## config.mk

```make
export PLATFORM = sky130hd
export DESIGN_NAME = tmr_split_unit
export DESIGN_NICKNAME = d
export VERILOG_FILES = /design/src/rtl/tmr_pkg.sv /design/src/rtl/tmr_tick_gen.sv /design/src/rtl/tmr_fall_sync.sv /design/src/rtl/tmr_byte_cnt.sv /design/src/rtl/tmr_irq_flag.sv /design/src/rtl/tmr_split_unit.sv
export SDC_FILE = /design/constraint.sdc
export NUM_CORES = 1
export LEC_CHECK = 0
export BUFFER_PORTS_ARGS = -buffer_cell sky130_fd_sc_hd__buf_2
export CAP_MARGIN = 20
export CORE_MARGIN = 4
export CORE_UTILIZATION = 35
export CTS_BUF_LIST = sky130_fd_sc_hd__clkbuf_16
export DETAILED_ROUTE_END_ITERATION = 8
export PLACE_DENSITY_LB_ADDON = 0.05
export SLEW_MARGIN = 10
export SYNTH_ARGS = -nofsm -noshare
export SYNTH_HDL_FRONTEND = slang
export SYNTH_SLANG_ARGS = --single-unit
```

## constraint.sdc

```tcl
create_clock -name clk -period 3.94 [get_ports clk]
set_input_delay 0 -clock clk [delete_from_list [all_inputs] [get_ports clk]]
set_output_delay 0 -clock clk [all_outputs]
set_load 0.05 [all_outputs]
```

## src/rtl/tmr_pkg.sv

```systemverilog
package tmr_pkg;
  typedef enum logic [1:0] {
    MODE_HOLD0  = 2'b00,
    MODE_HOLD1  = 2'b01,
    MODE_RELOAD = 2'b10,
    MODE_SPLIT  = 2'b11
  } tmr_mode_e;
endpackage

```

## src/rtl/tmr_tick_gen.sv

```systemverilog
module tmr_tick_gen #(
  parameter int DIV = 6
) (
  input  logic clk,
  input  logic rst,
  output logic tick
);
  localparam int CW = (DIV > 1) ? $clog2(DIV) : 1;
  localparam logic [CW-1:0] LAST = CW'(DIV - 1);

  logic [CW-1:0] cnt;

  assign tick = (cnt == LAST);

  always_ff @(posedge clk) begin
    if (rst)       cnt <= '0;
    else if (tick) cnt <= '0;
    else           cnt <= cnt + 1'b1;
  end

  // time-base ticks are never back to back
  p_tick_gap_r2: assert property (@(posedge clk) disable iff (rst)
    (DIV > 1 && tick) |=> !tick);
endmodule

```

## src/rtl/tmr_fall_sync.sv

```systemverilog
module tmr_fall_sync #(
  parameter int STAGES = 2
) (
  input  logic clk,
  input  logic rst,
  input  logic pin,
  output logic fall
);
  logic [STAGES:0] sh;

  always_ff @(posedge clk) begin
    if (rst) sh[0] <= 1'b0;
    else     sh[0] <= pin;
  end

  for (genvar i = 1; i <= STAGES; i++) begin : g_stage
    always_ff @(posedge clk) begin
      if (rst) sh[i] <= 1'b0;
      else     sh[i] <= sh[i-1];
    end
  end

  assign fall = sh[STAGES] & ~sh[STAGES-1];
endmodule

```

## src/rtl/tmr_byte_cnt.sv

```systemverilog
module tmr_byte_cnt #(
  parameter int W = 8
) (
  input  logic         clk,
  input  logic         rst,
  input  logic         inc,
  input  logic         wr,
  input  logic [W-1:0] wdata,
  input  logic [W-1:0] load_val,
  output logic [W-1:0] q,
  output logic         ovf
);
  assign ovf = inc & (q == {W{1'b1}});

  always_ff @(posedge clk) begin
    if (rst)      q <= '0;
    else if (wr)  q <= wdata;
    else if (inc) q <= ovf ? load_val : q + 1'b1;
  end

  // without a step or a write the byte holds
  p_hold_idle_r4: assert property (@(posedge clk) disable iff (rst)
    (!inc && !wr) |=> $stable(q));
  // a write always lands, whatever the counter does
  p_write_wins_r10: assert property (@(posedge clk) disable iff (rst)
    wr |=> (q == $past(wdata)));
endmodule

```

## src/rtl/tmr_irq_flag.sv

```systemverilog
module tmr_irq_flag (
  input  logic clk,
  input  logic rst,
  input  logic set,
  input  logic ack,
  output logic flag
);
  always_ff @(posedge clk) begin
    if (rst) flag <= 1'b0;
    else     flag <= set | (flag & ~ack);
  end

  // acknowledge clears when nothing new arrives
  p_ack_clears_r9: assert property (@(posedge clk) disable iff (rst)
    (ack && !set) |=> !flag);
  // a coincident event is kept
  p_set_kept_r9: assert property (@(posedge clk) disable iff (rst)
    set |=> flag);
endmodule

```

## src/rtl/tmr_split_unit.sv

```systemverilog
module tmr_split_unit #(
  parameter int W    = 8,
  parameter int DIV  = 6,
  parameter int SYNC = 2
) (
  input  logic         clk,
  input  logic         rst,
  input  logic [1:0]   mode,
  input  logic         ct_sel,
  input  logic         gate_en,
  input  logic         run_a,
  input  logic         run_b,
  input  logic         cnt_pin,
  input  logic         gate_pin,
  input  logic         wr_en,
  input  logic         wr_sel,
  input  logic [W-1:0] wr_data,
  input  logic         ack_a,
  input  logic         ack_b,
  output logic [W-1:0] low_q,
  output logic [W-1:0] high_q,
  output logic         flag_a,
  output logic         flag_b
);
  import tmr_pkg::*;

  tmr_mode_e md;
  logic tick, pin_fall;
  logic split_m, reload_m;
  logic gate_ok, src_lo, inc_lo, inc_hi;
  logic wr_lo, wr_hi, ovf_lo, ovf_hi;
  logic [W-1:0] lo_load;

  assign md       = tmr_mode_e'(mode);
  assign split_m  = (md == MODE_SPLIT);
  assign reload_m = (md == MODE_RELOAD);

  tmr_tick_gen #(.DIV(DIV)) u_tick (
    .clk(clk), .rst(rst), .tick(tick)
  );

  tmr_fall_sync #(.STAGES(SYNC)) u_sync (
    .clk(clk), .rst(rst), .pin(cnt_pin), .fall(pin_fall)
  );

  assign gate_ok = ~gate_en | gate_pin;
  assign src_lo  = ct_sel ? pin_fall : tick;
  assign inc_lo  = (split_m | reload_m) & run_a & gate_ok & src_lo;
  assign inc_hi  = split_m & run_b & tick;
  assign wr_lo   = wr_en & ~wr_sel;
  assign wr_hi   = wr_en & wr_sel;
  assign lo_load = split_m ? '0 : high_q;

  tmr_byte_cnt #(.W(W)) u_lo (
    .clk(clk), .rst(rst), .inc(inc_lo), .wr(wr_lo), .wdata(wr_data),
    .load_val(lo_load), .q(low_q), .ovf(ovf_lo)
  );

  tmr_byte_cnt #(.W(W)) u_hi (
    .clk(clk), .rst(rst), .inc(inc_hi), .wr(wr_hi), .wdata(wr_data),
    .load_val({W{1'b0}}), .q(high_q), .ovf(ovf_hi)
  );

  tmr_irq_flag u_flag_a (
    .clk(clk), .rst(rst), .set(ovf_lo), .ack(ack_a), .flag(flag_a)
  );

  tmr_irq_flag u_flag_b (
    .clk(clk), .rst(rst), .set(ovf_hi), .ack(ack_b), .flag(flag_b)
  );

  // reload takes the high byte as it stood on the overflow edge
  p_reload_r5: assert property (@(posedge clk) disable iff (rst)
    (reload_m && inc_lo && low_q == {W{1'b1}} && !wr_lo)
      |=> (low_q == $past(high_q)));
  // the high byte is left alone by the counting path in mode 2
  p_hi_frozen_r5: assert property (@(posedge clk) disable iff (rst)
    (reload_m && !wr_hi) |=> $stable(high_q));
  // split-mode wrap of the low byte
  p_wrap_r7: assert property (@(posedge clk) disable iff (rst)
    (split_m && inc_lo && low_q == {W{1'b1}} && !wr_lo) |=> (low_q == '0));
  // hold modes move nothing but writes
  p_hold_mode_r11: assert property (@(posedge clk) disable iff (rst)
    (!split_m && !reload_m && !wr_en) |=> ($stable(low_q) && $stable(high_q)));
  // flag B cannot rise in mode 2
  p_no_b_r12: assert property (@(posedge clk) disable iff (rst)
    (reload_m && !flag_b) |=> !flag_b);
endmodule

```

# Yosys cells after proc, flatten, opt, wreduce, memory -nomap -nowiden
# Cells that the tools add are included.
# Widths: inputs -> output; s select.
dict set report word_totals {
  ff_bits 24
  latchBits 0
  ram_bits 0
  romBits 0
  input_bits 22
  output_inout_bits 18
  elab_cells 48
  mem_count 0
}
dict set report op_classes {
  addsub 3
  mul 0
  div_mod_pow 0
  n_lt_le_gt_ge 0
  eq_ne 5
  n_shift 0
  n_mux 8
  n_bitwise 21
  reduce_logical 3
}
# op n
set op_table {}
lappend op_table {{$mux 8} 7}
lappend op_table {{$add 8x1->8 const B} 2}
lappend op_table {{$eq 8x8->1 const B} 2}
lappend op_table {{$and 1x1->1} 12}
lappend op_table {{$not 1->1} 5}
lappend op_table {{$eq 2x2->1 const B} 2}
lappend op_table {{$or 1x1->1} 4}
lappend op_table {{$reduce_bool 2->1} 2}
lappend op_table {{$add 3x1->3 const B} 1}
lappend op_table {{$eq 3x3->1 const B} 1}
lappend op_table {{$reduce_or 2->1} 1}
lappend op_table {{$mux 1} 1}

# Depth between registers and ports, before layout
# Gate-level depths: netlist of run 1.
dict set report depth {
  ltp_word 9
  ltp_mapped 7
  depth_no_buf 6
}

# By module
# Synthesis of run 1 repeated with hierarchy kept, for this count alone.
dict set report unflattened {
  hier_cells 188
  area_unflattened_um2 1535.2
}
# module instances cells_per_inst area_per_inst_um2 seq_area_each_um2
set modules_own_cells {}
lappend modules_own_cells {tmr_byte_cnt 2 71 563.0 160.2}
lappend modules_own_cells {tmr_tick_gen 1 13 133.9 60.1}
lappend modules_own_cells {tmr_split_unit 1 18 110.1 0.0}
lappend modules_own_cells {tmr_fall_sync 1 7 87.6 60.1}
lappend modules_own_cells {tmr_irq_flag 2 4 38.8 20.0}

# Worst setup path before layout of run 1
# OpenSTA, ideal clock, no wires.
dict set report synth_timing {
  path_kind {flip-flop to flip-flop}
  from {register u_lo.q[0]}
  to {register u_lo.q[5]}
  setup_ps 88
  arrival_ps 1903
  required_time_ps 3852
  setup_slack_ps 1949
  stages_incl_launch_ff 7
  n_path_buf 1
  synth_period_minus_slack_ps 1991
  cell_sequence {dfxtp_1 > ha_1 > clkbuf_1 > nand2_1 > nor3_4 > a211oi_2 > o32ai_2}
}
dict set report synth_between {
  elab_chain_len 5
  elab_cells_between_ends 6
  cone_classes {1 x add/sub; 1 x eq/ne; 3 x mux; 1 x bitwise}
}
# element line
set synth_lines {}
lappend synth_lines {{from (decl)} tmr_byte_cnt.sv:10} ;# output logic [W-1:0] q,
lappend synth_lines {{from (signal assigned)} tmr_byte_cnt.sv:17} ;# else if (wr) q <= wdata;
lappend synth_lines {{from (signal assigned)} tmr_byte_cnt.sv:18} ;# else if (inc) q <= ovf ? load_val : q + 1'b1;
lappend synth_lines {{branches (longest 2 deep; another with $add 8x1->8)} -}
lappend synth_lines {{$mux 8 * (2 in series)} tmr_byte_cnt.sv:18}
lappend synth_lines {{$mux 8 *} tmr_byte_cnt.sv:17}
# Every way passes the cells marked *. The select of a mux whose other input is x is not followed.
# A chain may end at the register's enable or synchronous reset.

# Final worst setup path of run 1
# Ends and elaborated chain as after synthesis.

==> results_dict.tcl, run 1 <==
set metrics [dict create \
    clkTransAtPathRegs_ps 60 \
    internal_power_w 0.000428 \
    cts_tree "yes" \
    timing.final.hold_violations 0 \
    skew_ps 3.62 \
    powerDensity_nw_per_um2 332 \
    grt-ovfl-total 0 \
    cts_resized 0 \
    power_frac_clock 0.370 \
    post-route-drc-count 0 \
    vdd_ir_drop_max_uv 233 \
    ys_seq_area_frac 0.319 \
    status "finished clean" \
    setup_viol 0 \
    fmax_mhz 555 \
    antenna_cells 0 \
    pin_count 40 \
    power.leakage_nw 0.748 \
    grt_max_degree 29 \
    cts_buffer_depth 2 \
    cpMaxStageDelayCell "dfxtp_1" \
    worst-path-buf-inv 0 \
    ant_nets 0 \
    worstPathRequired_ps 4110 \
    htree_levels 1 \
    clock-sinks 24 \
    syn_nets 199 \
    drv_cap 0 \
    dp_cells 253 \
    cp_max_fo 10 \
    routedWlPerCell_um 15.9 \
    insertion_delay_ps 260 \
    coreArea_um2 4090 \
    synthCells 173 \
    slowest_delay_ps 450 \
    drive_gt1_frac 0.269 \
    ys_warn_count 0 \
    swShare 0.290 \
    holdCritPathClass "primary input to flip-flop" \
    vias_per_cell 5.44 \
    grt_first_pass_wirelength_mm 6.79 \
    drtPass1Iterations 4 \
    worst_slew_pin_slew_ps 677 \
    grtUsageTotal 0.160 \
    ys_types 47 \
    cp_top_family "simple AND/OR/NAND/NOR gates" \
    critPathCaptureType "flip-flop" \
    seqPwrFrac 0.454 \
    tns_ps 0 \
    die_w_um 73.6 \
    final_max_slew_viol_count 0 \
    finalPower_w 0.000603 \
    cp-start-kind "flip-flop" \
    cts_inserted_buffers 3 \
    vias 1404 \
    dp_hpwl_mm 3.12 \
    final_nets 235 \
    antenna_found_initial 0 \
    syn_avg_cell_area_um2 8.70 \
    instances_no_fill 258 \
    p_sw_w 0.000175 \
    start_util 0.368 \
    fin_crit_ps 1800 \
    area_growth_syn_to_layout_pct 20.7 \
    grt_pass1_vias 1416 \
    row_count 23 \
    placement.io_buffers 39 \
    finalCritPeriodShare 0.457 \
    rsz0062_at_grt "false" \
    timing.slew.headroom 0.548 \
    syn_area_um2 1510 \
    ys_ff_latch 24 \
    gp_congestion 0.785 \
    totalWireLength_mm 4.11 \
    combPwrFrac 0.176 \
    worstPathArrival_ps 1970 \
    cts-root-buf "clkbuf_16" \
    die_h_um 73.6 \
    path_cells "ha_1 > nand2_1 > nor3_4 > a211oi_2 > o32ai_2" \
    drt_iter0_markers 68 \
    die-area_um2 5410 \
    path_class "flip-flop to flip-flop" \
]
final timing paths:
path	cells past startpoint	startpoint	end	slack, ps
max reg2reg	5	u_lo.q[0]$_SDFFE_PP0P_	u_lo.q[5]$_SDFFE_PP0P_	2140
max	5	u_lo.q[0]$_SDFFE_PP0P_	u_lo.q[5]$_SDFFE_PP0P_	2140
min	3	wr_data[3]	u_hi.q[3]$_SDFFE_PP0P_	10
min reg2reg	1	u_sync.sh[0]$_SDFF_PP0_	u_sync.sh[1]$_SDFF_PP0_	460
tightest hold or removal path, stage by stage:
cell and delay (ps):
buf_2 100, nand3b_1 90, o41ai_2 50
registers in the layout, summed over array words and instances, names as in the netlist:
signal and flops:
u_flag_a.flag 1, u_flag_b.flag 1, u_hi.q 8, u_lo.q 8, u_sync.sh 3, u_tick.cnt 3
routing by layer:
layer / share of wire / vias to the layer above / wire (um) / track usage
met1: 0.49 / 640 / 2010 / 0.217
met3: 0.054 / 2 / 220 / 0.0383
met4: 0.0054 / 0 / 22 / 0.0342
met5: 0 / - / 0 / 0
met2: 0.45 / 36 / 1860 / 0.257
li1: - / 726 / - / -
cell type report:
class                      count  area, um^2
fill                         418        2270
multi-input combinational    133         946
sequential                    24         480
timing repair buffer          41         213
clock buffer                   3        75.1
tap                           50        62.6
inverter                       6        36.3
clock inverter                 1        3.75
power groups by stage:
stage	clock network, W	logic (W)	registers [W]
floorplan	0	0.0000461	0.000304
global placement	0	0.000105	0.000279
detailed placement	0	0.000106	0.000279
CTS	0.000229	0.000106	0.000274
global route	0.000242	0.000115	0.000276
finish	0.000223	0.000106	0.000274
stage by stage:
step,instance area (um^2),utilization,setup WS (ps),hold slack [ps]
detailed placement,1730,0.423,2140,217
CTS,1820,0.445,2150,8.45
global placement,1730,0.423,2200,218
finish,1820,0.445,2140,12.4
floorplan,1510,-,1950,128
global route,1820,0.445,1970,18.3
cells by family (layout without fill, tap and decap cells):
kind of cell / after synthesis / count (layout) / synth area share
XOR/XNOR: 6 / 6 / 0.0349
adder cells (fa/ha/maj): 4 / 4 / 0.0333
AND/OR/NAND/NOR: 69 / 69 / 0.257
AO/OA/AOI/OAI: 53 / 53 / 0.297
multiplexers: 1 / 1 / 0.00665
buffers and inverters: 16 / 51 / 0.0524
flip-flops: 24 / 24 / 0.319
placed cells by master (no fill, tap or decap), types with 2 or more instances in the layout:
| cell | count |
|---|---|
| nand2_1 | 17 |
| and3_1 | 3 |
| a311oi_1 | 2 |
| a211oi_1 | 8 |
| xnor2_1 | 2 |
| xor2_1 | 4 |
| clkbuf_16 | 3 |
| nor4_1 | 2 |
| o211ai_1 | 2 |
| nand4_1 | 4 |
| o32ai_2 | 6 |
| nor2_1 | 13 |
| clkinv_1 | 2 |
| and2_1 | 3 |
| nor2b_1 | 6 |
| nand3_1 | 7 |
| dfxtp_1 | 24 |
| a21oi_1 | 15 |
| buf_2 | 39 |
| ha_1 | 4 |
| inv_1 | 4 |
| nand3b_1 | 5 |
| and4_1 | 3 |
| a2bb2oi_1 | 7 |
timing repair:
action / 4_1_cts / 5_1_grt
hold buffers: 1 / 0
hold endpoints to repair: 1 / 0
setup buffers: 0 / 0
synthesized netlist by cell type (all sizes together):
| master | count | share of area |
|---|---|---|
| o41ai | 1 | 0.011 |
| o32a | 1 | 0.0067 |
| nor3b | 1 | 0.0050 |
| o31ai | 1 | 0.0050 |
| clkinv | 1 | 0.0025 |
| nand4 | 5 | 0.031 |
| nor2b | 6 | 0.025 |
| xnor2 | 2 | 0.012 |
| o21a | 1 | 0.0050 |
| and3 | 3 | 0.012 |
| bufinv | 1 | 0.012 |
| nand3 | 7 | 0.023 |
| dfxtp | 24 | 0.32 |
| o31a | 1 | 0.0058 |
| nor2 | 13 | 0.032 |
| a211oi | 9 | 0.048 |
| inv | 4 | 0.010 |
| nor3 | 2 | 0.014 |
| o21ai | 2 | 0.0066 |
| o211ai | 2 | 0.010 |
| a31oi | 1 | 0.0042 |
| nand3b | 5 | 0.025 |
| mux2i | 1 | 0.0067 |
| clkbuf | 6 | 0.015 |
| buf | 4 | 0.013 |
| a21oi | 15 | 0.050 |
| xor2 | 4 | 0.023 |
| nand2 | 18 | 0.047 |
| a2bb2oi | 7 | 0.041 |
| o32ai | 7 | 0.071 |
| a31o | 1 | 0.0058 |
| a41oi | 1 | 0.0058 |
| and2 | 3 | 0.012 |
| a311oi | 2 | 0.012 |
| nand2b | 1 | 0.0042 |
| a221oi | 1 | 0.010 |
| ha | 4 | 0.033 |
| nor4 | 2 | 0.0083 |
| and4 | 3 | 0.017 |
Power figures use the tool's default switching activity.
==> inputs of run 2 (changes only) <==
clock period = 1.5 ns   (was 3.94 ns; I/O delays follow)
==> run 2 against run 1 <==
Against the previous run: the flow now finishes with violations (setup timing); total power increased to 2.8 times the previous value; sequential share of layout area decreased by 3.9 points; fmax rose by 11%; first-iteration DRC count rose by 25%; cell count is 7.8% higher; die area did not move; clock skew hardly changed; utilization up 10 points; register-to-register slack got worse by 2300 ps; cell area up 23%.
==> results_dict.tcl, run 2 (synthesis gave the netlist of run 1 again) <==
set metrics [dict create \
    layout_common_cells "buf_2 (39), nand2_1 (13), nor2_1 (13), dfxtp_2 (13), buf_4 (12)" \
    n_fill_cell 390 \
    grt_max_degree 28 \
    cts_tree "yes" \
    vias 1573 \
    power.leakage_nw 0.922 \
    holdCritPathClass "primary input to flip-flop" \
    slowest_delay_ps 330 \
    pin_count 40 \
    worst-path-buf-inv 4 \
    fin_ws_ps -128 \
    final_max_slew_viol_count 0 \
    cp-start-kind "flip-flop" \
    reg2reg_slack_ps -130 \
    ant_nets 0 \
    area_growth_syn_to_layout_pct 48.5 \
    clock-sinks 24 \
    row_count 23 \
    grt-ovfl-total 0 \
    finalCritPeriodShare 1.09 \
    cts_buffer_depth 2 \
    min_from "wr_data[3]" \
    coreArea_um2 4090 \
    finalPower_w 0.00166 \
    insertion_delay_ps 260 \
    fmax_mhz 614 \
    vdd_ir_drop_max_uv 440 \
    die-area_um2 5410 \
    top_regs "u_hi.q x8, u_lo.q x8" \
    timing.final.hold_violations 0 \
    clkTransAtPathRegs_ps 70 \
    worst_slew_pin_slew_ps 409 \
    crit_top_cell "buf_6" \
    setup_viol 9 \
    grt_pass1_vias 1455 \
    tns_ps -701 \
    powerDensity_nw_per_um2 745 \
    cp-startpoint "u_tick.cnt[1]$_SDFF_PP0_" \
    vias_per_cell 5.66 \
    violations "setup timing" \
    grtUsageTotal 0.171 \
    drt_iter0_markers 85 \
    drv_cap 0 \
    start_util 0.368 \
    post-route-drc-count 0 \
    skew_ps 3.42 \
    routedWlPerCell_um 17.1 \
    antenna_found_initial 0 \
    status "finished, violations left" \
    cts-root-buf "clkbuf_16" \
    drtPass1Iterations 4 \
    cts_inserted_buffers 3 \
    path_class "flip-flop to flip-flop" \
    dp_cells 266 \
    holdWs_ps 14.3 \
    timing.slew.headroom 0.727 \
    die_w_um 73.6 \
    worstPathArrival_ps 1800 \
    worstPathRequired_ps 1670 \
    crit-reg2reg-launch "u_tick.cnt[1]$_SDFF_PP0_" \
    gp_congestion 0.809 \
    path_cells "inv_2 > ha_4 > nand3b_1 > a221oi_4 > buf_6 > buf_6 > buf_6 > a21oi_2 > o32ai_2" \
    place_ws_ps -143 \
    cpMaxStageDelayCell "dfxtp_2" \
    antenna_cells 0 \
    totalWireLength_mm 4.74 \
    final_common_cell "buf_2" \
    final_nets 255 \
    cp_top_family "compound AO/OA/AOI/OAI gates" \
    grt_first_pass_wirelength_mm 7.23 \
    dp_hpwl_mm 3.31 \
    die_h_um 73.6 \
    htree_levels 1 \
    instances_no_fill 278 \
    drive_gt1_frac 0.518 \
    fin_crit_ps 1630 \
    placement.io_buffers 39 \
    cp_max_fo 4 \
    critPathCaptureType "flip-flop" \
    rsz0062_at_grt "true" \
]
run 2: path summary, 6_finish.rpt:
check,cells past startpoint,endpoint
setup / recovery,9,u_lo.q[1]$_SDFFE_PP0P_
hold / removal,3,u_hi.q[3]$_SDFFE_PP0P_
setup reg to reg,9,u_lo.q[1]$_SDFFE_PP0P_
hold reg to reg,1,u_sync.sh[1]$_SDFF_PP0_
run 2: tightest hold or removal path, stage by stage:
cell and delay [ps]:
buf_2 100, nand3b_1 90, o41ai_2 50
run 2: final cells by class:
| type | count | area [um^2] | share of cell area |
|---|---|---|---|
| Sequential cell | 24 | 504 | 0.226 |
| Clock buffer | 3 | 75.1 | 0.0336 |
| Inverter | 6 | 36.3 | 0.0162 |
| Tap cell | 50 | 62.6 | 0.0280 |
| Timing Repair Buffer | 61 | 437 | 0.195 |
| Multi-Input combinational cell | 133 | 1120 | 0.499 |
| Clock inverter | 1 | 3.75 | 0.00168 |
run 2: where the power goes:
| group | switching, W | total (W) | leakage (nW) | internal (W) |
|---|---|---|---|---|
| sequential | 0.0000448 | 0.000718 | 0.203 | 0.000673 |
| combinational | 0.000215 | 0.000349 | 0.680 | 0.000134 |
| clock | 0.000240 | 0.000597 | 0.0385 | 0.000357 |
run 2: through the flow:
stage	utilization	area [um^2]
5_1_grt	0.547	2230
3_5_place_dp	0.466	1910
3_3_place_gp	0.466	1910
2_1_floorplan	-	1570
4_1_cts	0.496	2030
6_report	0.547	2230
run 2: layer usage:
metal  part of all wire  GRT usage  up-vias  wire [um]
li1                   -          -      765          -
met1               0.48      0.245      765       2280
met2               0.47      0.268       41       2230
met3              0.045     0.0301        2        212
met4             0.0040     0.0362        0         19
met5                  0          0        -          0
run 2: repair_timing:
item                       CTS  global route
pin swaps                    5             9
gates cloned                 0             3
gates resized for setup      5            29
hold buffers                 1             0
setup buffers                1             3
hold endpoints to repair     1             0
setup endpoints to repair   17            18
